**src/rtl/ccost_pkg.sv**
```systemverilog
package ccost_pkg;
  localparam logic [1:0] K_REG = 2'd0;
  localparam logic [1:0] K_IMM = 2'd1;
  localparam logic [1:0] K_MEM = 2'd2;

  localparam logic [2:0] A_ONE    = 3'd0;
  localparam logic [2:0] A_DIRECT = 3'd1;
  localparam logic [2:0] A_BXSI   = 3'd2;
  localparam logic [2:0] A_BXDI   = 3'd3;
  localparam logic [2:0] A_BPSI   = 3'd4;
  localparam logic [2:0] A_BPDI   = 3'd5;

  typedef struct packed {
    logic       mem_used;
    logic [1:0] xfers;
    logic       bad;
  } base_info_t;
endpackage

```
**src/rtl/ccost_base.sv**
```systemverilog
module ccost_base
  import ccost_pkg::*;
#(
  parameter int CLK_W = 6
) (
  input  logic             op_add,
  input  logic [1:0]       dst_kind,
  input  logic [1:0]       src_kind,
  output logic [CLK_W-1:0] base,
  output base_info_t       info
);
  always_comb begin
    base = '0;
    info = '{mem_used: 1'b0, xfers: 2'd0, bad: 1'b0};
    if (!op_add) begin
      if (dst_kind == K_REG && src_kind == K_IMM)      base = CLK_W'(4);
      else if (dst_kind == K_REG && src_kind == K_REG) base = CLK_W'(2);
      else if (dst_kind == K_REG && src_kind == K_MEM) begin
        base = CLK_W'(8); info.mem_used = 1'b1; info.xfers = 2'd1;
      end else if (dst_kind == K_MEM && src_kind == K_REG) begin
        base = CLK_W'(9); info.mem_used = 1'b1; info.xfers = 2'd1;
      end else info.bad = 1'b1;
    end else begin
      if (dst_kind == K_REG && src_kind == K_REG)      base = CLK_W'(3);
      else if (dst_kind == K_REG && src_kind == K_IMM) base = CLK_W'(4);
      else if (dst_kind == K_REG && src_kind == K_MEM) begin
        base = CLK_W'(9); info.mem_used = 1'b1; info.xfers = 2'd1;
      end else if (dst_kind == K_MEM && src_kind == K_REG) begin
        base = CLK_W'(16); info.mem_used = 1'b1; info.xfers = 2'd2;
      end else if (dst_kind == K_MEM && src_kind == K_IMM) begin
        base = CLK_W'(17); info.mem_used = 1'b1; info.xfers = 2'd2;
      end else info.bad = 1'b1;
    end
  end
endmodule

```
**src/rtl/ccost_ea.sv**
```systemverilog
module ccost_ea
  import ccost_pkg::*;
#(
  parameter int CLK_W = 6
) (
  input  logic             mem_used,
  input  logic [2:0]       addr_form,
  input  logic             has_disp,
  output logic [CLK_W-1:0] ea,
  output logic             bad
);
  always_comb begin
    ea  = '0;
    bad = 1'b0;
    if (mem_used) begin
      case (addr_form)
        A_ONE:           ea = has_disp ? CLK_W'(9)  : CLK_W'(5);
        A_DIRECT:        ea = CLK_W'(6);
        A_BXSI, A_BPDI:  ea = has_disp ? CLK_W'(11) : CLK_W'(7);
        A_BXDI, A_BPSI:  ea = has_disp ? CLK_W'(12) : CLK_W'(8);
        default:         bad = 1'b1;
      endcase
    end
  end
endmodule

```
**src/rtl/ccost_penalty.sv**
```systemverilog
module ccost_penalty #(
  parameter int CLK_W    = 6,
  parameter int XFER_CLK = 4
) (
  input  logic [1:0]       xfers,
  input  logic             is_word,
  input  logic             addr_odd,
  input  logic             bus8,
  output logic [CLK_W-1:0] pen
);
  logic pays;
  always_comb begin
    pays = is_word && (bus8 || addr_odd);
    pen  = pays ? CLK_W'(XFER_CLK * int'(xfers)) : '0;
  end
endmodule

```
**src/rtl/instr_clock_meter.sv**
```systemverilog
module instr_clock_meter
  import ccost_pkg::*;
#(
  parameter int CLK_W    = 6,
  parameter int CNT_W    = 32,
  parameter int XFER_CLK = 4
) (
  input  logic             clk,
  input  logic             rst,
  input  logic             clr,
  input  logic             in_valid,
  input  logic             op_add,
  input  logic [1:0]       dst_kind,
  input  logic [1:0]       src_kind,
  input  logic [2:0]       addr_form,
  input  logic             has_disp,
  input  logic             is_word,
  input  logic             addr_odd,
  input  logic             bus8,
  output logic             out_valid,
  output logic [CLK_W-1:0] base_clk,
  output logic [CLK_W-1:0] ea_clk,
  output logic [CLK_W-1:0] pen_clk,
  output logic [CLK_W-1:0] total_clk,
  output logic             unsupported,
  output logic [CNT_W-1:0] clk_count
);
  logic [CLK_W-1:0] b_c, e_c, p_c, t_c;
  logic             e_bad, unsup_c;
  base_info_t       binfo;

  ccost_base #(.CLK_W(CLK_W)) u_base (
    .op_add(op_add), .dst_kind(dst_kind), .src_kind(src_kind),
    .base(b_c), .info(binfo));

  ccost_ea #(.CLK_W(CLK_W)) u_ea (
    .mem_used(binfo.mem_used), .addr_form(addr_form), .has_disp(has_disp),
    .ea(e_c), .bad(e_bad));

  ccost_penalty #(.CLK_W(CLK_W), .XFER_CLK(XFER_CLK)) u_pen (
    .xfers(binfo.xfers), .is_word(is_word), .addr_odd(addr_odd),
    .bus8(bus8), .pen(p_c));

  always_comb begin
    unsup_c = binfo.bad | e_bad;
    t_c     = unsup_c ? '0 : (b_c + e_c + p_c);
  end

  always_ff @(posedge clk) begin
    if (rst) begin
      out_valid   <= 1'b0;
      base_clk    <= '0;
      ea_clk      <= '0;
      pen_clk     <= '0;
      total_clk   <= '0;
      unsupported <= 1'b0;
      clk_count   <= '0;
    end else begin
      out_valid <= in_valid;
      if (in_valid) begin
        base_clk    <= unsup_c ? '0 : b_c;
        ea_clk      <= unsup_c ? '0 : e_c;
        pen_clk     <= unsup_c ? '0 : p_c;
        total_clk   <= t_c;
        unsupported <= unsup_c;
      end
      if (clr)
        clk_count <= '0;
      else if (in_valid && !unsup_c)
        clk_count <= clk_count + CNT_W'(t_c);
    end
  end

  // result strobe follows the input strobe by one cycle
  assert_strobe_R8: assert property (@(posedge clk) disable iff (rst)
    in_valid |=> out_valid);
  // rejected descriptor reports zero cost
  assert_unsup_zero_R11: assert property (@(posedge clk) disable iff (rst)
    (out_valid && unsupported) |-> (total_clk == '0 && pen_clk == '0));
  // rejected descriptor leaves counter alone
  assert_unsup_hold_R11: assert property (@(posedge clk) disable iff (rst)
    (in_valid && !clr && unsup_c) |=> $stable(clk_count));
  // byte operations never pay a bus penalty
  assert_byte_nopen_R7: assert property (@(posedge clk) disable iff (rst)
    (in_valid && !is_word) |=> (pen_clk == '0));
  // no memory operand means no addressing or penalty cost
  assert_regonly_R5: assert property (@(posedge clk) disable iff (rst)
    (in_valid && dst_kind != K_MEM && src_kind != K_MEM) |=> (ea_clk == '0 && pen_clk == '0));
  // clear empties the counter
  assert_clear_R10: assert property (@(posedge clk) disable iff (rst)
    clr |=> (clk_count == '0));
  // counter holds without a strobe
  assert_hold_R9: assert property (@(posedge clk) disable iff (rst)
    (!in_valid && !clr) |=> $stable(clk_count));
endmodule

```
**config.mk**
```make
export PLATFORM = sky130hd
export DESIGN_NAME = instr_clock_meter
export DESIGN_NICKNAME = d
export VERILOG_FILES = /design/src/rtl/ccost_pkg.sv /design/src/rtl/ccost_base.sv /design/src/rtl/ccost_ea.sv /design/src/rtl/ccost_penalty.sv /design/src/rtl/instr_clock_meter.sv
export SDC_FILE = /design/constraint.sdc
export NUM_CORES = 1
export LEC_CHECK = 0
export BUFFER_PORTS_ARGS = -buffer_cell sky130_fd_sc_hd__clkbuf_2
export CORE_MARGIN = 2
export CORE_UTILIZATION = 45
export DETAILED_ROUTE_END_ITERATION = 7
export PLACE_DENSITY = 0.71
export SKIP_CTS_REPAIR_TIMING = 1
export SLEW_MARGIN = 10
export SYNTH_ARGS = -nofsm -noshare
export SYNTH_HDL_FRONTEND = slang
export SYNTH_SLANG_ARGS = --single-unit
export TNS_END_PERCENT = 10
```
**constraint.sdc**
```tcl
create_clock -name clk -period 6.1 [get_ports clk]
set_input_delay 1.525 -clock clk [delete_from_list [all_inputs] [get_ports clk]]
set_output_delay 1.525 -clock clk [all_outputs]
set_load 0.005 [all_outputs]
```
# Word-level counts from Yosys, hierarchy flattened
# Cells that the tools add are included.
# word_totals
ff_bits,58
in_bits,16
out_inout_bits,58
word_cells,72
# op_classes
n_addsub,3
n_eq_ne,8
muxes,37
bitwise_logic,1
n_reduce_logical,16
# ops
op,count
6-bit 2-to-1 mux,13
4-bit 2-to-1 mux,9
32-bit by 6-bit adder with 32-bit output,1
6-bit case mux with 4 select lines,1
3-bit 2-to-1 mux,6
6-bit adder,2
1-bit logical AND,7
1-bit 2-to-1 mux,7
"3-bit by 2-bit == test with 1-bit output, second input constant",2
"3-bit == test, second input constant",2
2-bit OR reduction,3
6-bit OR reduction,1
5-bit 2-to-1 mux,1
"2-bit == test, second input constant",2
2-bit logical NOT,2
"3-bit by 1-bit == test with 1-bit output, second input constant",1
3-bit logical NOT,1
"2-bit by 1-bit == test with 1-bit output, second input constant",1
1-bit logical NOT,1
1-bit logical OR,1
1-bit bitwise OR,1

# Longest topological paths before layout
# Gate-level depths: netlist of the first run.
# logic_depth
depth_word,13
mapped_depth,17
depth_no_buf,15

# Hierarchy
# Synthesis of the first run repeated with hierarchy kept, for this count alone.
# hier_totals
hier_cells,392
area_unflattened_um2,3318.2
# modules_own_cells
module,instances,cells_each,area_per_inst_um2,seq_area_each_um2
instr_clock_meter,1,339,2979.1,1161.1
ccost_base,1,26,152.6,0.0
ccost_ea,1,20,132.6,0.0
ccost_penalty,1,7,53.8,0.0

# Worst setup path after synthesis of the first run
# Ideal clock, no wire load.
# synth_timing
path_kind,input -> register
from,input src_kind[1]
to,register clk_count[17]
setup_ps,71
t_arrival_ps,5458
required_time_ps,6029
path_slack_ps,572
path_stages,17
path_buffers,2
cell_sequence,or3b_2 -> a211oi_1 -> o211a_1 -> fa_1 -> ha_1 -> a21o_1 -> a21oi_1 -> xor2_1 -> nor2_1 -> ha_1 -> and3_1 -> a22o_1 -> nor3_2 -> buf_2 -> clkbuf_1 -> o31ai_1 -> a21oi_1
# synth_between
elab_chain_len,13
word_cells_on_any_way,43
cone_classes,3 x add/sub; 2 x eq/ne; 29 x mux; 1 x bitwise; 8 x reduce/logical
# synth_lines
item,line,text
start: declaration,instr_clock_meter.sv:14,"input logic [1:0] src_kind,"
2-bit by 1-bit == test with 1-bit output,"ccost_base.sv:16, ccost_base.sv:25, ccost_base.sv:30",
1-bit logical AND,ccost_base.sv:30,end else if (dst_kind == K_MEM && src_kind == K_IMM) begin
3-bit 2-to-1 mux,ccost_base.sv:30,
3-bit 2-to-1 mux,ccost_base.sv:28,end else if (dst_kind == K_MEM && src_kind == K_REG) begin
3-bit 2-to-1 mux,ccost_base.sv:26,else if (dst_kind == K_REG && src_kind == K_MEM) begin
4-bit 2-to-1 mux,ccost_base.sv:25,else if (dst_kind == K_REG && src_kind == K_IMM) base = CLK_W'(4);
4-bit 2-to-1 mux,ccost_base.sv:24,if (dst_kind == K_REG && src_kind == K_REG) base = CLK_W'(3);
4-bit 2-to-1 mux,ccost_base.sv:15,if (!op_add) begin
6-bit 2-to-1 mux,ccost_ea.sv:15,if (mem_used) begin
6-bit adder (2 in a row),instr_clock_meter.sv:46,t_c = unsup_c ? '0 : (b_c + e_c + p_c);
6-bit 2-to-1 mux (*),instr_clock_meter.sv:46,
via t_c[4],instr_clock_meter.sv:28,"logic [CLK_W-1:0] b_c, e_c, p_c, t_c;"
32-bit by 6-bit adder with 32-bit output (*),instr_clock_meter.sv:70,clk_count <= clk_count + CNT_W'(t_c);
end signal: assignment,instr_clock_meter.sv:70,
end: declaration,instr_clock_meter.sv:26,output logic [CNT_W-1:0] clk_count
# Mark *: on every way through the listed nets, which the timed path passes. The rest lies on a longest branch.
# A chain may end at the register's enable or synchronous reset.

# Worst setup path in the final report of the first run
# layout_timing
from,input dst_kind[1]
to,register clk_count[16]
# layout_between
elab_chain_len,13
word_cells_on_any_way,42
cone_classes,3 x add/sub; 1 x eq/ne; 29 x mux; 1 x bitwise; 8 x reduce/logical
# layout_lines
item,line,text
start: declaration,instr_clock_meter.sv:13,"input logic [1:0] dst_kind,"
2-bit == test,"ccost_base.sv:20, ccost_base.sv:28, ccost_base.sv:30",
1-bit logical AND,ccost_base.sv:30,
3-bit 2-to-1 mux,ccost_base.sv:30,
3-bit 2-to-1 mux,ccost_base.sv:28,
3-bit 2-to-1 mux,ccost_base.sv:26,
4-bit 2-to-1 mux,ccost_base.sv:25,
4-bit 2-to-1 mux,ccost_base.sv:24,
4-bit 2-to-1 mux,ccost_base.sv:15,
6-bit 2-to-1 mux,ccost_ea.sv:15,
6-bit adder (2 in a row),instr_clock_meter.sv:46,
6-bit 2-to-1 mux (*),instr_clock_meter.sv:46,
via t_c[3],instr_clock_meter.sv:28,
32-bit by 6-bit adder with 32-bit output (*),instr_clock_meter.sv:70,
# Marked as above.

==> results.yml, run 1 <==
power:
  leakagePower_nw: 1.48
  p_int_uw: 436
  power_switching_uw: 151
  pwr-share-comb: 0.095
  pwr-share-seq: 0.572
  p_per_area_nw_per_um2: 167
  clkPwrFrac: 0.333
  ir_drop_uv: 97.1
  netSwitchingFraction: 0.257
global_route:
  grtUsageTotal: 0.201
  grtUsageMet1: 0.267
  grt_pass1_vias: 2650
  antenna_found_initial: 0
  grt_pass1_wl_um: 12300
  gr-usage-met3: 0.0352
  grtUsageMet2: 0.334
  grt-ovfl-total: 0
  top_usage_layer: "met2"
  grt_max_degree: 49
routing:
  drt-wirelength-per-cell_um: 14.6
  routed_wl_um: 7210
  route.antenna.remaining_nets: 0
  drcViolationCount: 0
  via_per_inst: 5.83
  vias: 2874
  drt_iter0_drc: 125
  drtPass1Iterations: 5
critical_path:
  crit_required_ps: 6270
  worstPathCellList: "clkbuf_2 > or3b_2 > a211oi_1 > o211a_1 > fa_1 > fa_1 > xnor2_1 > nor2_1 > ha_1 > o21ai_0 > nor2_1 > nor3_2 > buf_4 > or4_1 > a21oi_1"
  end_kind: "register"
  worstSetupStartpointType: "input pin"
  arrival_ps: 5710
  path_max_fanout: 18
  criticalPathCategory: "in2reg"
  startpoint: "dst_kind[1]"
  slowest_delay_ps: 730
  r2r_start: "clk_count[0]"
  crit_slowest_cell: "nor3_2"
timing:
  fin_crit_ps: 5540
  slew_violations: 0
  finalSetupViolCount: 0
  rsz0062_at_grt: "false"
  worst_pin_slew_ps: 956
  hold_violations: 0
  fin_tns_setup_ps: 0
  fmax_ghz: 0.181
  timing.final.crit_share: 0.908
  slew_headroom: 0.359
  fin_skew_ps: 4.52
  fin_ws_ps: 561
die:
  die_w_um: 86.7
  die_height_um: 86.7
  ioPinCount: 74
  floorplan.initialDensity: 0.458
  rows: 30
  fp.dieArea_um2: 7510
  core_area_um2: 6720
outcome:
  status: "finished, final reports clean"
cells_and_area:
  finalNetCount: 444
  final_common_cell: "clkbuf_2"
  diodes: 0
  layout_common_cells: "clkbuf_2, dfxtp_1, a21oi_1, nor2_1"
  seq_area_um2: 1020
  drive_gt1_frac: 0.218
  syn2layout_area_growth_pct: 14.1
  fillers: 646
  final_core_util: 0.523
  final_area_um2: 3510
  multi_input_area_um2: 1910
  stdcell_count: 493
synth:
  ys.flop_type: "dfxtp_1"
  async_flop_share: 0
  syn_area_um2: 3080
  ys_ff_latch: 51
  ys_types: 55
  synth_edf_count: 0
  ys_warn_count: 0
  syn_inst: 353
  syn_area_per_cell_um2: 8.72
  ys_seq_area_frac: 0.332
placement:
  gp_congestion: 0.827
  portBuffers: 66
  placed_cell_area_um2: 3430
  placed_cells: 485
  dp_hpwl_um: 5210
  dp_worst_setup_slack_ps: 262
flow_run:
  timing.max_cap.violations: 0
hold_path:
  hp-class: "reg2reg"
  worstHoldStart: "base_clk[0]"
clocking:
  ctsRootBufferMaster: "clkbuf_8"
  insertion_delay_ps: 300
  cts_buffer_depth: 2
  cts_tree: "done"
  cts_buffers: 5
  cts.sinks: 51
  cts_max_level: 2
  path_clk_slew_ps: 90
## cell type report
| cell class | instances | area share |
|---|---|---|
| inverter | 4 | 0.00428 |
| tap | 80 | 0.0285 |
| clock inverter | 2 | 0.00356 |
| sequential | 51 | 0.291 |
| multi-input combinational | 277 | 0.543 |
| clock buffer | 6 | 0.0207 |
| timing repair buffer | 73 | 0.109 |
## stage by stage
step | power [mW] | hold slack, ps
3_5_place_dp | 0.399 | 461
2_1_floorplan | 0.383 | 460
5_1_grt | 0.619 | 505
3_3_place_gp | 0.398 | 456
6_report | 0.587 | 477
4_1_cts | 0.592 | 480
## power groups by stage
stage	clock network (mW)	registers (mW)	logic, mW
3_5_place_dp	0	0.344	0.0555
6_report	0.195	0.336	0.0558
3_3_place_gp	0	0.344	0.0546
5_1_grt	0.220	0.336	0.0623
4_1_cts	0.201	0.336	0.0557
2_1_floorplan	0	0.344	0.0396
## worst max-delay path: cells and delay by family
kind,cells,cell delay [ps]
AOI/OAI and AO/OA,4,810
buffers and inverters,2,400
and+or+nand+nor,5,1440
xor gates and xnor gates,1,200
adders and majority gates,3,1310
## cell usage after synthesis (all sizes together) (2+ instances only)
| cell | instances | share of area |
|---|---|---|
| nor2b | 6 | 0.015 |
| or3 | 7 | 0.014 |
| o21a | 3 | 0.0073 |
| nand4 | 10 | 0.025 |
| and2 | 4 | 0.0081 |
| ha | 12 | 0.049 |
| o32ai | 2 | 0.0057 |
| dfxtp | 51 | 0.33 |
| nor3 | 9 | 0.016 |
| mux2i | 10 | 0.033 |
| a21oi | 37 | 0.060 |
| nand2 | 20 | 0.024 |
| nand2b | 13 | 0.026 |
| o211a | 2 | 0.0065 |
| nor3b | 4 | 0.0098 |
| a211oi | 5 | 0.012 |
| xnor2 | 3 | 0.0085 |
| buf | 19 | 0.043 |
| nor4 | 2 | 0.0089 |
| and4 | 4 | 0.011 |
| or4 | 20 | 0.049 |
| and3 | 4 | 0.0081 |
| nand3 | 12 | 0.020 |
| inv | 4 | 0.0049 |
| a21o | 9 | 0.022 |
| fa | 4 | 0.026 |
| clkbuf | 8 | 0.0098 |
| o41ai | 2 | 0.0057 |
| o31ai | 21 | 0.056 |
| xor2 | 2 | 0.0057 |
| o21ai | 6 | 0.0098 |
| nor2 | 25 | 0.031 |
## flip-flops by register name, indices dropped and copies added, names as in the netlist
name and cells:
base_clk 5, clk_count 32, ea_clk 4, out_valid 1, pen_clk 2, total_clk 6
unsupported 1
## final timing paths
path              cells past startpoint  slack [ps]             to
hold / removal                        2         480    base_clk[0]
hold reg to reg                       2         480    base_clk[0]
setup / recovery                     15         560  clk_count[16]
setup reg to reg                      8        3360  clk_count[16]
## cells by family (layout without fill, tap and decap cells)
family / count (synthesis) / after routing / share of synthesized area
AO/OA/AOI/OAI: 94 / 94 / 0.208
XOR/XNOR: 5 / 5 / 0.0142
adder cells (fa/ha/maj): 16 / 16 / 0.0748
buffers and inverters: 31 / 85 / 0.0573
flip-flops: 51 / 51 / 0.332
multiplexers: 10 / 10 / 0.0325
other: 1 / 7 / 0.00122
AND/OR/NAND/NOR: 145 / 145 / 0.280
## per-layer routing
layer / share of wire / up-vias
met4: 0.017 / 0
met5: 0 / -
met3: 0.039 / 11
li1: - / 1440
met2: 0.48 / 69
met1: 0.47 / 1354
(Power assumes the default switching activity.)
==> run 2, diff against run 1 <==
clock period = 5.7 ns   (was 6.1 ns; I/O delays follow)
==> run 2 against run 1 <==
Critical path depth up 1. Routed wire length fell by 1.4%. Sequential share of layout area down 0.29 points. Largest power group unchanged.
==> results.yml, run 2 (synthesized netlist as in run 1, its figures left out) <==
cells_and_area:
  final_common_cell: "clkbuf_2"
  drive_gt1_frac: 0.218
  diodes: 0
  final_core_util: 0.528
  reg_top3: "clk_count x32, total_clk x6, base_clk x5"
  largest_reg_flops: 32
  layout_common_cells: "clkbuf_2, dfxtp_1, a21oi_1, nor2_1"
  top_register: "clk_count"
  finalNetCount: 444
  syn2layout_area_growth_pct: 15.3
clocking:
  path_clk_slew_ps: 100
  cts_tree: "done"
  ctsRootBufferMaster: "clkbuf_8"
  insertion_delay_ps: 300
  cts_buffer_depth: 2
  cts.sinks: 51
  cts_max_level: 2
  cts_buffers: 5
timing:
  slew_violations: 0
  timing.final.crit_share: 0.937
  fmax_ghz: 0.187
  worst_pin_slew_ps: 659
  rsz0062_at_grt: "false"
  fin_skew_ps: 10.6
  fin_tns_setup_ps: 0
  hold_violations: 0
  slew_headroom: 0.557
  fin_crit_ps: 5340
  finalSetupViolCount: 0
power:
  p_per_area_nw_per_um2: 176
  ir_drop_uv: 107
  leakagePower_nw: 1.50
placement:
  portBuffers: 66
  dp_hpwl_um: 5110
  gp_congestion: 0.799
outcome:
  status: "finished, final reports clean"
global_route:
  grt_max_degree: 49
  grt_pass1_vias: 2664
  antenna_found_initial: 0
  grtUsageTotal: 0.196
  grt-ovfl-total: 0
  grt_pass1_wl_um: 12100
critical_path:
  arrival_ps: 5570
  rrSetupSlack_ps: 3410
  path_max_fanout: 48
  criticalPathCategory: "in2reg"
  startpoint: "addr_form[0]"
  r2r_cells: 5
  crit_required_ps: 5920
  reg2reg_to: "clk_count[28]"
  crit_end: "clk_count[28]"
  end_kind: "register"
  worstSetupStartpointType: "input pin"
  r2r_start: "clk_count[7]"
die:
  die_height_um: 86.7
  rows: 30
  ioPinCount: 74
  floorplan.initialDensity: 0.458
  die_w_um: 86.7
  core_area_um2: 6720
  fp.dieArea_um2: 7510
routing:
  drt_iter0_drc: 102
  vias: 2870
  via_per_inst: 5.83
  drtPass1Iterations: 4
  drt-wirelength-per-cell_um: 14.5
  route.antenna.remaining_nets: 0
  routed_wl_um: 7110
  drcViolationCount: 0
hold_path:
  worstHoldStart: "base_clk[3]"
  hp-class: "reg2reg"
flow_run:
  timing.max_cap.violations: 0
==> run 2: cell types whose count changed in the layout (fill, tap and decap cells not counted) <==
cell        delta
buf_12         +3
buf_4          -3
clkbuf_1       -1
clkinv_4       +1
clkinvlp_4     -1
==> run 2: report_power, final <==
part | leakage, nW | switching (mW) | internal, mW
Sequential | 0.411 | 0.00117 | 0.358
Clock | 0.0440 | 0.121 | 0.0843
Combinational | 1.05 | 0.0374 | 0.0225
Total | 1.50 | 0.159 | 0.465
==> run 2: worst min path at each step <==
stage                                to  slack (ps)  cells past startpoint
final                       base_clk[3]         470                      2
after CTS                   base_clk[3]         480                      2
after detailed placement    base_clk[4]         460                      2
after global placement      base_clk[3]         460                      2
after floorplan           clk_count[31]         460                      2
after global routing        base_clk[3]         490                      2
==> run 2: layer usage <==
metal	GRT usage	up-vias	wire length, um
met5	0	-	0
met4	0.0341	0	24
met3	0.0400	4	332
met2	0.331	70	3580
met1	0.262	1365	3180
li1	-	1431	-
==> run 2: final cells by class <==
cell class                 count  area [um2]
clock buffer                   5        68.8
clock inverter                 2        13.8
fill                         667        3170
inverter                       4        15.0
multi-input combinational    277        1910
sequential                    51        1020
tap                           80         100
timing repair buffer          73         420
==> run 2: worst max-delay path: stages <==
cell and delay (ps):
clkbuf_2 120, nor2b_1 160, or3_1 340, a211oi_1 450, fa_1 540, fa_1 480, a21o_1 190, a21oi_1 180
nor2_1 70, ha_1 310, o21a_1 130, nand2_1 70, o21a_1 210, buf_12 180, or4_1 520, a21oi_1 190
==> run 2: per-stage QoR <==
step | hold WS [ps] | std cells | cell area [um2] | total power, mW | setup slack, ps
finish | 474 | 492 | 3550 | 0.625 | 358
global route | 491 | 492 | 3550 | 0.658 | 100
CTS | 477 | 492 | 3550 | 0.633 | 330
detailed placement | 460 | 485 | 3460 | 0.428 | 50.5
global placement | 455 | 485 | 3460 | 0.427 | 130
floorplan | 460 | 359 | 3100 | 0.410 | 272
==> run 3, diff against run 2 <==
CORE_UTILIZATION = 50   (was 45)
PLACE_DENSITY = 0.77   (was 0.71)
==> run 3 against run 2 <==
Sequential share of layout area about the same. Final cell count decreased by 0.81%. Via count increased by 0.91%. Die area down 9.5%. Critical path depth unchanged. Fmax rose by 0.12%. Routed wire length is 1.4% lower. Sequential power barely moved. Critical path type unchanged. Largest cell class unchanged.
==> results.yml, run 3 (synthesized netlist as in run 1, its figures left out) <==
cells_and_area:
  syn2layout_area_growth_pct: 15.1
  final_common_cell: "clkbuf_2"
  finalNetCount: 444
  fillers: 530
  top_register: "clk_count"
  reg_top3: "clk_count x32, total_clk x6, base_clk x5"
  drive_gt1_frac: 0.218
  layout_common_cells: "clkbuf_2, dfxtp_1, a21oi_1, nor2_1"
  largest_reg_flops: 32
  diodes: 0
  final_core_util: 0.598
power:
  p_per_area_nw_per_um2: 178
  leakagePower_nw: 1.50
  p_total_uw: 631
  ir_drop_uv: 158
routing:
  drt-wirelength-per-cell_um: 14.4
  drcViolationCount: 0
  route.antenna.remaining_nets: 0
  via_per_inst: 5.93
  drtPass1Iterations: 4
  routed_wl_um: 7010
  drt_iter0_drc: 138
  vias: 2896
critical_path:
  crit_required_ps: 5950
  startpoint: "dst_kind[1]"
  criticalPathCategory: "in2reg"
  reg2reg_to: "clk_count[28]"
  path_max_fanout: 48
  rrSetupSlack_ps: 3520
  r2r_start: "clk_count[7]"
  worstSetupStartpointType: "input pin"
  r2r_cells: 5
  end_kind: "register"
  arrival_ps: 5580
global_route:
  grtUsageTotal: 0.218
  grt_max_degree: 49
  antenna_found_initial: 0
  grt_pass1_wl_um: 11700
  grt_pass1_vias: 2590
  grt-ovfl-total: 0
clocking:
  cts_tree: "done"
  cts_buffers: 5
  cts_max_level: 2
  insertion_delay_ps: 310
  path_clk_slew_ps: 100
  cts_buffer_depth: 2
  cts.sinks: 51
  ctsRootBufferMaster: "clkbuf_8"
timing:
  slew_headroom: 0.577
  rsz0062_at_grt: "false"
  slew_violations: 0
  timing.final.crit_share: 0.936
  fin_skew_ps: 8.97
  fin_tns_setup_ps: 0
  hold_violations: 0
  fin_crit_ps: 5340
  worst_pin_slew_ps: 630
  finalSetupViolCount: 0
  fmax_ghz: 0.187
placement:
  portBuffers: 66
  gp_congestion: 0.868
  dp_hpwl_um: 5090
die:
  die_w_um: 82.4
  rows: 28
  die_height_um: 82.4
  fp.dieArea_um2: 6800
  core_area_um2: 5920
  ioPinCount: 74
  floorplan.initialDensity: 0.520
outcome:
  status: "finished, final reports clean"
hold_path:
  hold_path_end: "pen_clk[3]"
  worstHoldStart: "pen_clk[3]"
  hp-class: "reg2reg"
  min_path_cells: 2
flow_run:
  timing.max_cap.violations: 0
## run 3: final cells by class
class	count	area, um2	area share
clock buffer	6	72.6	0.0205
clock inverter	2	12.5	0.00353
inverter	4	15.0	0.00424
multi-input combinational	277	1910	0.538
sequential	51	1020	0.288
tap	75	93.8	0.0265
timing repair buffer	73	420	0.119
## run 3: power breakdown
part / switching, mW / internal [mW]
clock network: 0.126 / 0.0862
registers: 0.00114 / 0.358
logic: 0.0374 / 0.0224
total: 0.165 / 0.467
## run 3: worst max path at each step
| stage | to | slack (ps) | depth (start not counted) |
|---|---|---|---|
| 6_report | clk_count[21] | 360 | 16 |
| 5_1_grt | clk_count[10] | 70 | 16 |
| 4_1_cts | clk_count[9] | 360 | 16 |
| 3_5_place_dp | clk_count[9] | 80 | 16 |
| 3_3_place_gp | clk_count[8] | 230 | 16 |
| 2_1_floorplan | clk_count[17] | 270 | 17 |
## run 3: per-layer routing
layer | global-route usage | share of wire
met4 | 0.0633 | 0.012
met2 | 0.384 | 0.50
met1 | 0.268 | 0.44
met5 | 0 | 0
met3 | 0.0424 | 0.053
## run 3: critical path: stages
cell and delay (ps):
clkbuf_2 150, or3b_2 450, a211oi_1 330, o211a_1 250
fa_1 460, fa_1 470, a21o_1 200, a21oi_1 220
nor2_1 70, ha_1 310, o21a_1 130, nand2_1 70
o21a_1 200, buf_12 180, or4_1 510, a21oi_1 140
## run 3: through the flow
| stage | instances | hold WS [ps] | cell area, um2 | setup slack, ps |
|---|---|---|---|---|
| 3_3_place_gp | 480 | 457 | 3460 | 226 |
| 4_1_cts | 488 | 479 | 3540 | 360 |
| 6_report | 488 | 478 | 3540 | 364 |
| 5_1_grt | 488 | 495 | 3540 | 70.4 |
| 3_5_place_dp | 480 | 458 | 3460 | 81.4 |
| 2_1_floorplan | 359 | 460 | 3100 | 272 |
